===== src/rtl/sb_pkg.sv =====
package sb_pkg;

  typedef enum logic [1:0] {
    SZ_BYTE = 2'd0,
    SZ_HALF = 2'd1,
    SZ_WORD = 2'd2,
    SZ_WALT = 2'd3
  } acc_size_e;

  typedef enum logic {
    ST_IDLE = 1'b0,
    ST_WBACK = 1'b1
  } brg_state_e;

  // Pull the addressed lane out of a word, zero-extended.
  function automatic logic [31:0] lane_get(input logic [31:0] w,
                                           input logic [1:0]  lo,
                                           input acc_size_e   sz);
    logic [31:0] r;
    case (sz)
      SZ_BYTE: r = {24'd0, w[{lo, 3'b000} +: 8]};
      SZ_HALF: r = {16'd0, w[{lo[1], 4'b0000} +: 16]};
      default: r = w;
    endcase
    return r;
  endfunction

  // Replace the addressed lane of a word with the low bits of nv.
  function automatic logic [31:0] lane_put(input logic [31:0] old,
                                           input logic [31:0] nv,
                                           input logic [1:0]  lo,
                                           input acc_size_e   sz);
    logic [31:0] r;
    r = old;
    case (sz)
      SZ_BYTE: r[{lo, 3'b000} +: 8] = nv[7:0];
      SZ_HALF: r[{lo[1], 4'b0000} +: 16] = nv[15:0];
      default: r = nv;
    endcase
    return r;
  endfunction

endpackage


===== src/rtl/sb_lane_unit.sv =====
module sb_lane_unit
  import sb_pkg::*;
(
  input  logic [31:0] word_in,
  input  logic [31:0] wr_val,
  input  logic [1:0]  lo,
  input  acc_size_e   sz,
  output logic [31:0] lane_rd,
  output logic [31:0] merged
);

  always_comb begin
    lane_rd = lane_get(word_in, lo, sz);
    merged  = lane_put(word_in, wr_val, lo, sz);
  end

endmodule


===== src/rtl/sb_gap_timer.sv =====
module sb_gap_timer #(
  parameter int GAP_TICKS = 2
) (
  input  logic clk,
  input  logic rst_n,
  input  logic wr_fire,
  input  logic tick,
  input  logic clk_on,
  output logic busy
);

  localparam int CW = $clog2(GAP_TICKS + 1);

  logic [CW-1:0] cnt;
  logic          cnt_nz;
  logic          tick_hit;

  assign cnt_nz   = (cnt != '0);
  assign tick_hit = tick && cnt_nz;
  assign busy     = cnt_nz && clk_on;

  always_ff @(posedge clk or negedge rst_n) begin
    if (!rst_n)          cnt <= '0;
    else if (!clk_on)    cnt <= '0;
    else if (wr_fire)    cnt <= CW'(GAP_TICKS);
    else if (tick_hit)   cnt <= cnt - 1'b1;
  end

  // without a tick or a new write the remaining gap holds
  p_gap_hold_r8: assert property (@(posedge clk) disable iff (!rst_n)
    (clk_on && !tick && !wr_fire) |=> (cnt == $past(cnt)));

  // a stopped card clock leaves no pending gap
  p_gap_clear_r9: assert property (@(posedge clk) disable iff (!rst_n)
    (!clk_on) |=> (cnt == '0));

endmodule


===== src/rtl/sb_shadow.sv =====
module sb_shadow (
  input  logic        clk,
  input  logic        rst_n,
  input  logic        ld_lo,
  input  logic        ld_hi,
  input  logic [15:0] din,
  output logic [31:0] shadow
);

  always_ff @(posedge clk or negedge rst_n) begin
    if (!rst_n) shadow <= '0;
    else begin
      if (ld_lo) shadow[15:0]  <= din;
      if (ld_hi) shadow[31:16] <= din;
    end
  end

  // a half not loaded keeps its value
  p_shadow_keep_r6: assert property (@(posedge clk) disable iff (!rst_n)
    (!ld_lo && !ld_hi) |=> (shadow == $past(shadow)));

endmodule


===== src/rtl/subword_reg_bridge.sv =====
module subword_reg_bridge
  import sb_pkg::*;
#(
  parameter int          AW        = 8,
  parameter int          GAP_TICKS = 2,
  parameter logic [31:0] XFER_OFS  = 32'h0000_000C,
  parameter logic [31:0] CMD_OFS   = 32'h0000_000E
) (
  input  logic          clk,
  input  logic          rst_n,
  input  logic          h_valid,
  output logic          h_ready,
  input  logic          h_write,
  input  logic [1:0]    h_size,
  input  logic [AW-1:0] h_addr,
  input  logic [31:0]   h_wdata,
  output logic          h_rvalid,
  output logic [31:0]   h_rdata,
  output logic          p_rd_en,
  output logic          p_wr_en,
  output logic [AW-1:0] p_addr,
  output logic [31:0]   p_wdata,
  input  logic [31:0]   p_rdata,
  input  logic          card_tick,
  input  logic          card_clk_on
);

  localparam int WAW = AW - 2;
  localparam logic [WAW-1:0] SH_WORD = XFER_OFS[AW-1:2];
  localparam logic           XFER_HI = XFER_OFS[1];
  localparam logic           CMD_HI  = CMD_OFS[1];

  brg_state_e    state;
  acc_size_e     sz;
  logic          acc;
  logic          gap_busy;
  logic [AW-1:0] word_addr;
  logic          in_sh_word;
  logic          xfer_hit;
  logic          cmd_hit;
  logic          sh_read;
  logic          xfer_wr;
  logic          cmd_wr;
  logic          narrow_wr;
  logic [31:0]   shadow;
  logic [31:0]   lane_rd;
  logic [31:0]   merged;
  logic [31:0]   rmw_word;
  logic [AW-1:0] rmw_addr;
  logic [31:0]   rd_next;

  assign sz         = acc_size_e'(h_size);
  assign h_ready    = (state == ST_IDLE) && !gap_busy;
  assign acc        = h_valid && h_ready;
  assign word_addr  = {h_addr[AW-1:2], 2'b00};
  assign in_sh_word = (h_addr[AW-1:2] == SH_WORD);
  assign xfer_hit   = (sz == SZ_HALF) && in_sh_word && (h_addr[1] == XFER_HI);
  assign cmd_hit    = (sz == SZ_HALF) && in_sh_word && (h_addr[1] == CMD_HI);
  assign sh_read    = acc && !h_write && (xfer_hit || cmd_hit);
  assign xfer_wr    = acc && h_write && xfer_hit;
  assign cmd_wr     = acc && h_write && cmd_hit && !xfer_hit;
  assign narrow_wr  = acc && h_write && !xfer_hit && !cmd_hit
                      && ((sz == SZ_BYTE) || (sz == SZ_HALF));

  sb_lane_unit u_lane (
    .word_in (p_rdata),
    .wr_val  (h_wdata),
    .lo      (h_addr[1:0]),
    .sz      (sz),
    .lane_rd (lane_rd),
    .merged  (merged)
  );

  sb_shadow u_shadow (
    .clk    (clk),
    .rst_n  (rst_n),
    .ld_lo  (xfer_wr),
    .ld_hi  (cmd_wr),
    .din    (h_wdata[15:0]),
    .shadow (shadow)
  );

  sb_gap_timer #(.GAP_TICKS(GAP_TICKS)) u_gap (
    .clk     (clk),
    .rst_n   (rst_n),
    .wr_fire (p_wr_en),
    .tick    (card_tick),
    .clk_on  (card_clk_on),
    .busy    (gap_busy)
  );

  // Peripheral side decode
  always_comb begin
    p_rd_en = 1'b0;
    p_wr_en = 1'b0;
    p_addr  = word_addr;
    p_wdata = h_wdata;
    if (state == ST_WBACK) begin
      p_wr_en = 1'b1;
      p_addr  = rmw_addr;
      p_wdata = rmw_word;
    end else if (acc) begin
      if (!h_write) begin
        p_rd_en = !sh_read;
      end else if (cmd_wr) begin
        p_wr_en = 1'b1;
        p_wdata = {h_wdata[15:0], shadow[15:0]};
      end else if (narrow_wr) begin
        p_rd_en = 1'b1;
      end else if (!xfer_wr) begin
        p_wr_en = 1'b1;
      end
    end
  end

  // Read response value
  always_comb begin
    rd_next = lane_rd;
    if (sh_read) rd_next = (h_addr[1] == CMD_HI) ? {16'd0, shadow[31:16]}
                                                 : {16'd0, shadow[15:0]};
  end

  always_ff @(posedge clk or negedge rst_n) begin
    if (!rst_n) begin
      state    <= ST_IDLE;
      rmw_word <= '0;
      rmw_addr <= '0;
      h_rvalid <= 1'b0;
      h_rdata  <= '0;
    end else begin
      h_rvalid <= acc && !h_write;
      if (acc && !h_write) h_rdata <= rd_next;
      case (state)
        ST_IDLE: if (narrow_wr) begin
          state    <= ST_WBACK;
          rmw_word <= merged;
          rmw_addr <= word_addr;
        end
        default: state <= ST_IDLE;
      endcase
    end
  end

  // no peripheral write while the card-clock gap is pending
  p_wr_gap_r8: assert property (@(posedge clk) disable iff (!rst_n)
    p_wr_en |-> !gap_busy);

  // write-back cycle follows a narrow write and blocks the host
  p_rmw_wback_r2: assert property (@(posedge clk) disable iff (!rst_n)
    narrow_wr |=> (p_wr_en && !h_ready && p_addr == $past(word_addr)));

  // transfer-mode write stays off the peripheral
  p_xfer_quiet_r4: assert property (@(posedge clk) disable iff (!rst_n)
    xfer_wr |-> (!p_wr_en && !p_rd_en));

  // command write carries the stored low half
  p_cmd_word_r5: assert property (@(posedge clk) disable iff (!rst_n)
    cmd_wr |-> (p_wr_en && !p_rd_en && p_wdata[15:0] == shadow[15:0]));

  // after a command write the shadow equals what was written
  p_cmd_shadow_r5: assert property (@(posedge clk) disable iff (!rst_n)
    cmd_wr |=> (shadow == $past(p_wdata)));

  // one response per accepted read, in the next cycle
  p_rvalid_r11: assert property (@(posedge clk) disable iff (!rst_n)
    (acc && !h_write) |=> h_rvalid);

  p_rvalid_only_r11: assert property (@(posedge clk) disable iff (!rst_n)
    !(acc && !h_write) |=> !h_rvalid);

  // shadow reads never reach the peripheral
  p_sh_read_quiet_r6: assert property (@(posedge clk) disable iff (!rst_n)
    sh_read |-> !p_rd_en);

  // at most one peripheral operation per cycle
  p_one_op_r7: assert property (@(posedge clk) disable iff (!rst_n)
    $onehot0({p_rd_en, p_wr_en}));

endmodule


===== config.mk =====
export PLATFORM = sky130hd
export DESIGN_NAME = subword_reg_bridge
export DESIGN_NICKNAME = d
export VERILOG_FILES = /design/src/rtl/sb_pkg.sv /design/src/rtl/sb_lane_unit.sv /design/src/rtl/sb_gap_timer.sv /design/src/rtl/sb_shadow.sv /design/src/rtl/subword_reg_bridge.sv
export SDC_FILE = /design/constraint.sdc
export NUM_CORES = 1
export LEC_CHECK = 0
export ABC_AREA = 1
export BUFFER_PORTS_ARGS = -buffer_cell sky130_fd_sc_hd__buf_2
export CAP_MARGIN = 20
export CORE_MARGIN = 3
export CORE_UTILIZATION = 56
export CTS_CLUSTER_DIAMETER = 150
export DETAILED_ROUTE_END_ITERATION = 10
export PLACE_DENSITY = 0.89
export SYNTH_ARGS = -nofsm -noshare
export SYNTH_HDL_FRONTEND = slang
export SYNTH_HIERARCHICAL = 1
export SYNTH_SLANG_ARGS = --single-unit

===== constraint.sdc =====
create_clock -name clk -period 2.4 [get_ports clk]
set_input_delay 0.12 -clock clk [delete_from_list [all_inputs] [get_ports clk]]
set_output_delay 0.12 -clock clk [all_outputs]
set_load 0.01 [all_outputs]

* After elaboration in Yosys (flattened, before gate mapping) *
Cells that the tools add are included.

storage, ports and cells
  bits in registers = 106
  bits of input ports = 80
  output and inout port bits = 76
  word-level logic and storage cells = 74

operators by class
  add/subtract/negate cells = 3
  equality and inequality tests = 3
  shift-type cells = 6
  muxes and demuxes = 26
  bitwise logic cells = 2
  reductions and logical operators = 26

operators by type and width
  cell                       count
  $mux W32                   5
  $pmux W32 S2               2
  $bwmux W32                 2
  $shift A16 B7 Y32 const A  1
  $shift A8 B7 Y32 const A   1
  $shiftx A16 B7 Y32         1
  $shiftx A32 B6 Y16         1
  $shiftx A32 B6 Y8          1
  $shiftx A8 B7 Y32          1
  $logic_and A1 B1 Y1        16
  $mux W16                   1
  $neg A5 Y7                 2
  $mux W1                    12
  $mux W8                    1
  $eq A6 B2 Y1 const B       1
  $mux W2                    3
  $logic_not A1 Y1           5
  $ne A3 B2 Y1 const B       1
  $eq A2 B1 Y1 const B       1
  $logic_not A2 Y1           1
  $logic_or A1 B1 Y1         2
  $not A1 Y1                 2
  $reduce_and A2 Y1          1
  $reduce_bool A2 Y1         1
  $sub A2 B1 Y2 const B      1

* Logic depth before layout (Yosys ltp) *
  depth in word-level cells = 16
  gate-level depth with buffers = 14
  gate-level depth less buffers = 12

* By module *
The synthesis kept the hierarchy.

modules (own cells, without submodules)
  module              instances  cells each  area an instance (um2)  seq. area each (um2)
  subword_reg_bridge  1          628         4,194.0                 1,801.7
  sb_lane_unit        1          488         2,148.3                 0.0
  sb_shadow           1          136         1,246.2                 800.8
  sb_gap_timer        1          20          133.9                   50.0

* Least setup slack after synthesis *
OpenSTA, ideal clock, no wires.

  path kind = register -> register
  start = register u_gap.cnt[0]
  end = register u_gap.cnt[1]
  setup time = 0.116 ns
  arrival time = 1.833 ns
  required time = 2.284 ns
  path slack = 0.450 ns
  stages on the path, launching flop included = 13
  buffers on the path = 1
  clock period less this slack = 1.950 ns
  cell sequence = dfrtp_1 inv_1 ha_1 nor2_1 nor2_8 nand3_4 nor3_4 buf_6 a21oi_1 nor2_2 nand2_1 nand2_1 nand2_1

on the way
  word-level cells in the longest chain between the ends = 16
  elaborated cells on any way between the ends = 24
  those cells by class = add/sub (1); eq/ne (1); mux (9); reduce/logical (13)

RTL lines
  element                   line                                                                          source
  start: declaration        sb_gap_timer.sv:14                                                            logic [CW-1:0] cnt;
  start signal: assignment  sb_gap_timer.sv:25                                                            else if (wr_fire) cnt <= CW'(GAP_TICKS);
  start signal: assignment  sb_gap_timer.sv:26                                                            else if (tick_hit) cnt <= cnt - 1'b1;
  $reduce_bool A2 Y1 (*)    sb_gap_timer.sv:18                                                            assign cnt_nz = (cnt != '0);
  $logic_and A1 B1 Y1 (*)   sb_gap_timer.sv:20                                                            assign busy = cnt_nz && clk_on;
  via gap_busy              subword_reg_bridge.sv:36                                                      logic gap_busy;
  $logic_not A1 Y1 (*)      subword_reg_bridge.sv:53                                                      assign h_ready = (state == ST_IDLE) && !gap_busy;
  $logic_and A1 B1 Y1 (*)   subword_reg_bridge.sv:53
  via h_ready               subword_reg_bridge.sv:12                                                      output logic h_ready,
  $logic_and A1 B1 Y1 (*)   subword_reg_bridge.sv:54                                                      assign acc = h_valid && h_ready;
  $logic_and A1 B1 Y1       subword_reg_bridge.sv:60, subword_reg_bridge.sv:61, subword_reg_bridge.sv:62
  (+3 left out)             -
  $mux W1                   subword_reg_bridge.sv:108                                                     end else if (narrow_wr) begin
  $mux W1                   subword_reg_bridge.sv:105                                                     end else if (cmd_wr) begin
  $mux W1                   subword_reg_bridge.sv:103                                                     if (!h_write) begin
  $mux W1 (*)               subword_reg_bridge.sv:102                                                     end else if (acc) begin
  $mux W1 (*)               subword_reg_bridge.sv:98                                                      if (state == ST_WBACK) begin
  via p_wr_en               subword_reg_bridge.sv:20                                                      output logic p_wr_en,
  $mux W2                   sb_gap_timer.sv:25
  $mux W2                   sb_gap_timer.sv:24                                                            else if (!clk_on) cnt <= '0;

The timed path passes the listed nets; every way through them passes the cells marked *. The select of a mux whose other input is x is not followed.
A chain may end at the register's enable or synchronous reset.

* Worst setup path after layout *
  start = register u_gap.cnt[0]
  end = output port p_wdata[0]

on the way
  word-level cells in the longest chain between the ends = 12

RTL lines
  element                            line                       source
  $reduce_bool A2 Y1 (*)             sb_gap_timer.sv:18
  $logic_and A1 B1 Y1 (*)            sb_gap_timer.sv:20
  via gap_busy                       subword_reg_bridge.sv:36
  $logic_not A1 Y1 (*)               subword_reg_bridge.sv:53
  $logic_and A1 B1 Y1 (*)            subword_reg_bridge.sv:53
  $logic_and A1 B1 Y1 (*)            subword_reg_bridge.sv:54
  $logic_and A1 B1 Y1 (3 in series)  subword_reg_bridge.sv:61   assign cmd_wr = acc && h_write && cmd_hit && !xfer_hit;
  $mux W32                           subword_reg_bridge.sv:105
  $mux W32                           subword_reg_bridge.sv:103
  $mux W32 (*)                       subword_reg_bridge.sv:102
  $mux W32 (*)                       subword_reg_bridge.sv:98
  end: declaration                   subword_reg_bridge.sv:22   output logic [31:0] p_wdata,

The timed path passes the listed nets; every way through them passes the cells marked *.

==> impl_metrics.yaml <==
run_status:
  outcome: "completed"
placed_design:
  dp_hpwl_mm: 20.08
  io_buffers: 153
  gp_congestion: 1.008
  pre_cts_slack_ps: 285.2
global_route:
  grt_pass1_vias: 7877
  grt_pass1_wl_mm: 41.83
  antenna_found_initial: 0
  grt_use_total: 0.3605
  grt_max_degree: 107
  grt-ovfl-total: 0
min_path:
  min_path_type: "input port to register"
clocking:
  clk_pin_slew_ps: 80
  cts-root-buf: "clkbuf_16"
  htreeDepth: 3
  cts.sinks: 106
  cts_tree: "done"
  clk_latency_ps: 370
  cts.path.max_buffers: 2
  numCtsBuffers: 9
synthesis:
  synth_edf_count: 0
  ys_seq_elements: 106
  yosysSeqAreaShare: 0.3435
  syn_area_mm2: 0.007722
  syn_inst: 1272
  synth_area_leaders: "dfrtp_1 34%, nand2_1 32%, inv_1 6.2%, nand3_1 6.0%, o21ai_0 4.1%"
  synthFlopType: "dfrtp_1"
  ys_types: 33
  synth.top_cell.area_share: 0.3435
  synthArstFlopShare: 1.000
  synth.avg_cell_area_um2: 6.071
  ys_warn_count: 6
  yosysTopAreaCell: "dfrtp_1"
final_layout:
  antennaDiodeCount: 0
  fillCellCount: 1255
  drive_above_1_share: 0.1678
  layout_commonest_cell: "nand2_1"
  area_growth_pct: 15.88
  fin_nets: 1493
  final_cell_mix: "657 x nand2_1, 152 x buf_2, 128 x inv_1"
power_and_ir_drop:
  total_power_mw: 5.342
  ir_worst_vdd_uv: 360.4
  leakage_nw: 5.344
  power.density_mw_per_mm2: 597.0
timing:
  period_share: 0.9774
  worst_pin_slew_ps: 687.4
  slew_viol_final: 0
  finalHoldViolCount: 0
  setup_slack_ps: 54.18
  slew_headroom: 0.5413
  max_freq_mhz: 426.3
  fin_worst_skew_ps: 11.10
  setup_viol: 0
  fin_crit_ps: 2346
routing:
  wl_per_cell_um: 17.55
  dr_total_vias: 8813
  drcViolationCount: 0
  dr.pass1.iters: 5
  ant_nets: 0
  first_iter_violations: 1014
  viasPerCell: 5.550
  wirelength_mm: 27.86
setup_path:
  cp_max_fo: 16
  end_kind: "primary output"
  crit_type: "register to primary output"
  critPathLaunchType: "register"
  cp.arrival_ps: 2230
  cp_data_required_time_ps: 2280
floorplanning:
  core_mm2: 0.01335
  dieArea_mm2: 0.01524
  start_util: 0.5786
  rows: 42
  die_h_um: 123.4
  die_x_um: 123.4
  num_io_pins: 156
job:
  cap_viol_max_count: 0
metrics by stage:
stage               TNS [ps]  instance area [um2]  cells    util  hold WS (ps)
finish                     0                 8949   1588  0.6704         17.83
global route          -53.57                 8949   1588  0.6704         35.59
CTS                        0                 8827   1581  0.6613         14.81
detailed placement         0                 8526   1564  0.6387         233.6
global placement           0                 8526   1564  0.6387         230.7
floorplan                  0                 7726   1273       -        -175.6
power by group:
group	total, mW	switching (mW)	internal [mW]	leakage, nW
clock network	1.49	0.759	0.731	0.138
logic	1.55	0.977	0.575	3.82
registers	2.30	0.188	2.11	1.39
area by class of cell:
class                      count  area [um2]  area share
clock buffer                  10       229.0     0.02559
clock inverter                 6       56.30    0.006292
inverter                     140       535.5     0.05984
multi-input combinational    960        4121      0.4606
sequential                   106        2653      0.2964
tap                          176       220.2     0.02461
timing repair buffer         190        1134      0.1267
cells in the mapped netlist, types with 7 or more instances:
cell and number:
a21boi_0 8, a21boi_1 9, a21oi_1 13, buf_2 30, buf_4 10, buf_6 14, clkbuf_1 10, dfrtp_1 106
inv_1 128, nand2_1 657, nand3_1 92, nand4_1 8, nor2_1 56, nor2_2 7, nor3_1 12, o21ai_0 64
registers in the layout (all words and copies together) (netlist names):
| register | cells |
|---|---|
| h_rdata | 32 |
| h_rvalid | 1 |
| rmw_addr | 6 |
| rmw_word | 32 |
| state | 1 |
| u_gap/cnt | 2 |
| u_shadow/shadow | 32 |
critical path, cell delays in order (launching register included):
cell and delay (ps):
dfrtp_1 400, inv_1 70, ha_2 200, nor2_2 70, nor2_8 130, nand3_4 90
nor2_4 160, buf_4 160, clkbuf_16 180, nand3_1 80, nand3_1 110, nand2_1 60
buf_2 140
path summary, 6_finish.rpt:
kind / startpoint / endpoint / slack, ps / depth (start not counted)
min in group asynchronous: rst_n / h_rdata[17] / 360 / 3
worst max-delay path: u_gap/cnt[0] / p_wdata[0] / 50 / 12
worst max register to register: u_gap/cnt[0] / u_shadow/shadow[29] / 180 / 11
worst min-delay path: h_addr[2] / rmw_addr[2] / 20 / 3
max in group asynchronous: rst_n / rmw_word[20] / 1590 / 3
worst min register to register: u_shadow/shadow[9] / u_shadow/shadow[9] / 470 / 2
logic make-up (layout without fill, tap and decap cells):
family,count (synthesis),in the layout,share of synthesized area
buffers and inverters,207,346,0.1252
AND/OR/NAND/NOR,846,846,0.4448
other,1,2,0.0004856
adder cells (fa/ha/maj),6,6,0.009721
flip-flops,106,106,0.3435
AO/OA/AOI/OAI,106,106,0.07631
metal layers:
metal	wire length [um]	part of all wire	global-route usage
met5	0	0	0
met2	12480	0.45	0.5674
met1	11360	0.41	0.5012
met3	2904	0.10	0.04346
met4	1118	0.040	0.1571
what timing repair did:
item | 4_1_cts | 5_1_grt
buffers inserted | 0 | 5
hold endpoints to repair | 106 | 0
gates cloned | 0 | 2
pin swaps | 0 | 2
hold buffers | 1 | 0
setup endpoints to repair | 22 | 32
resized for setup | 2 | 8
Power figures use the tool's default switching activity.
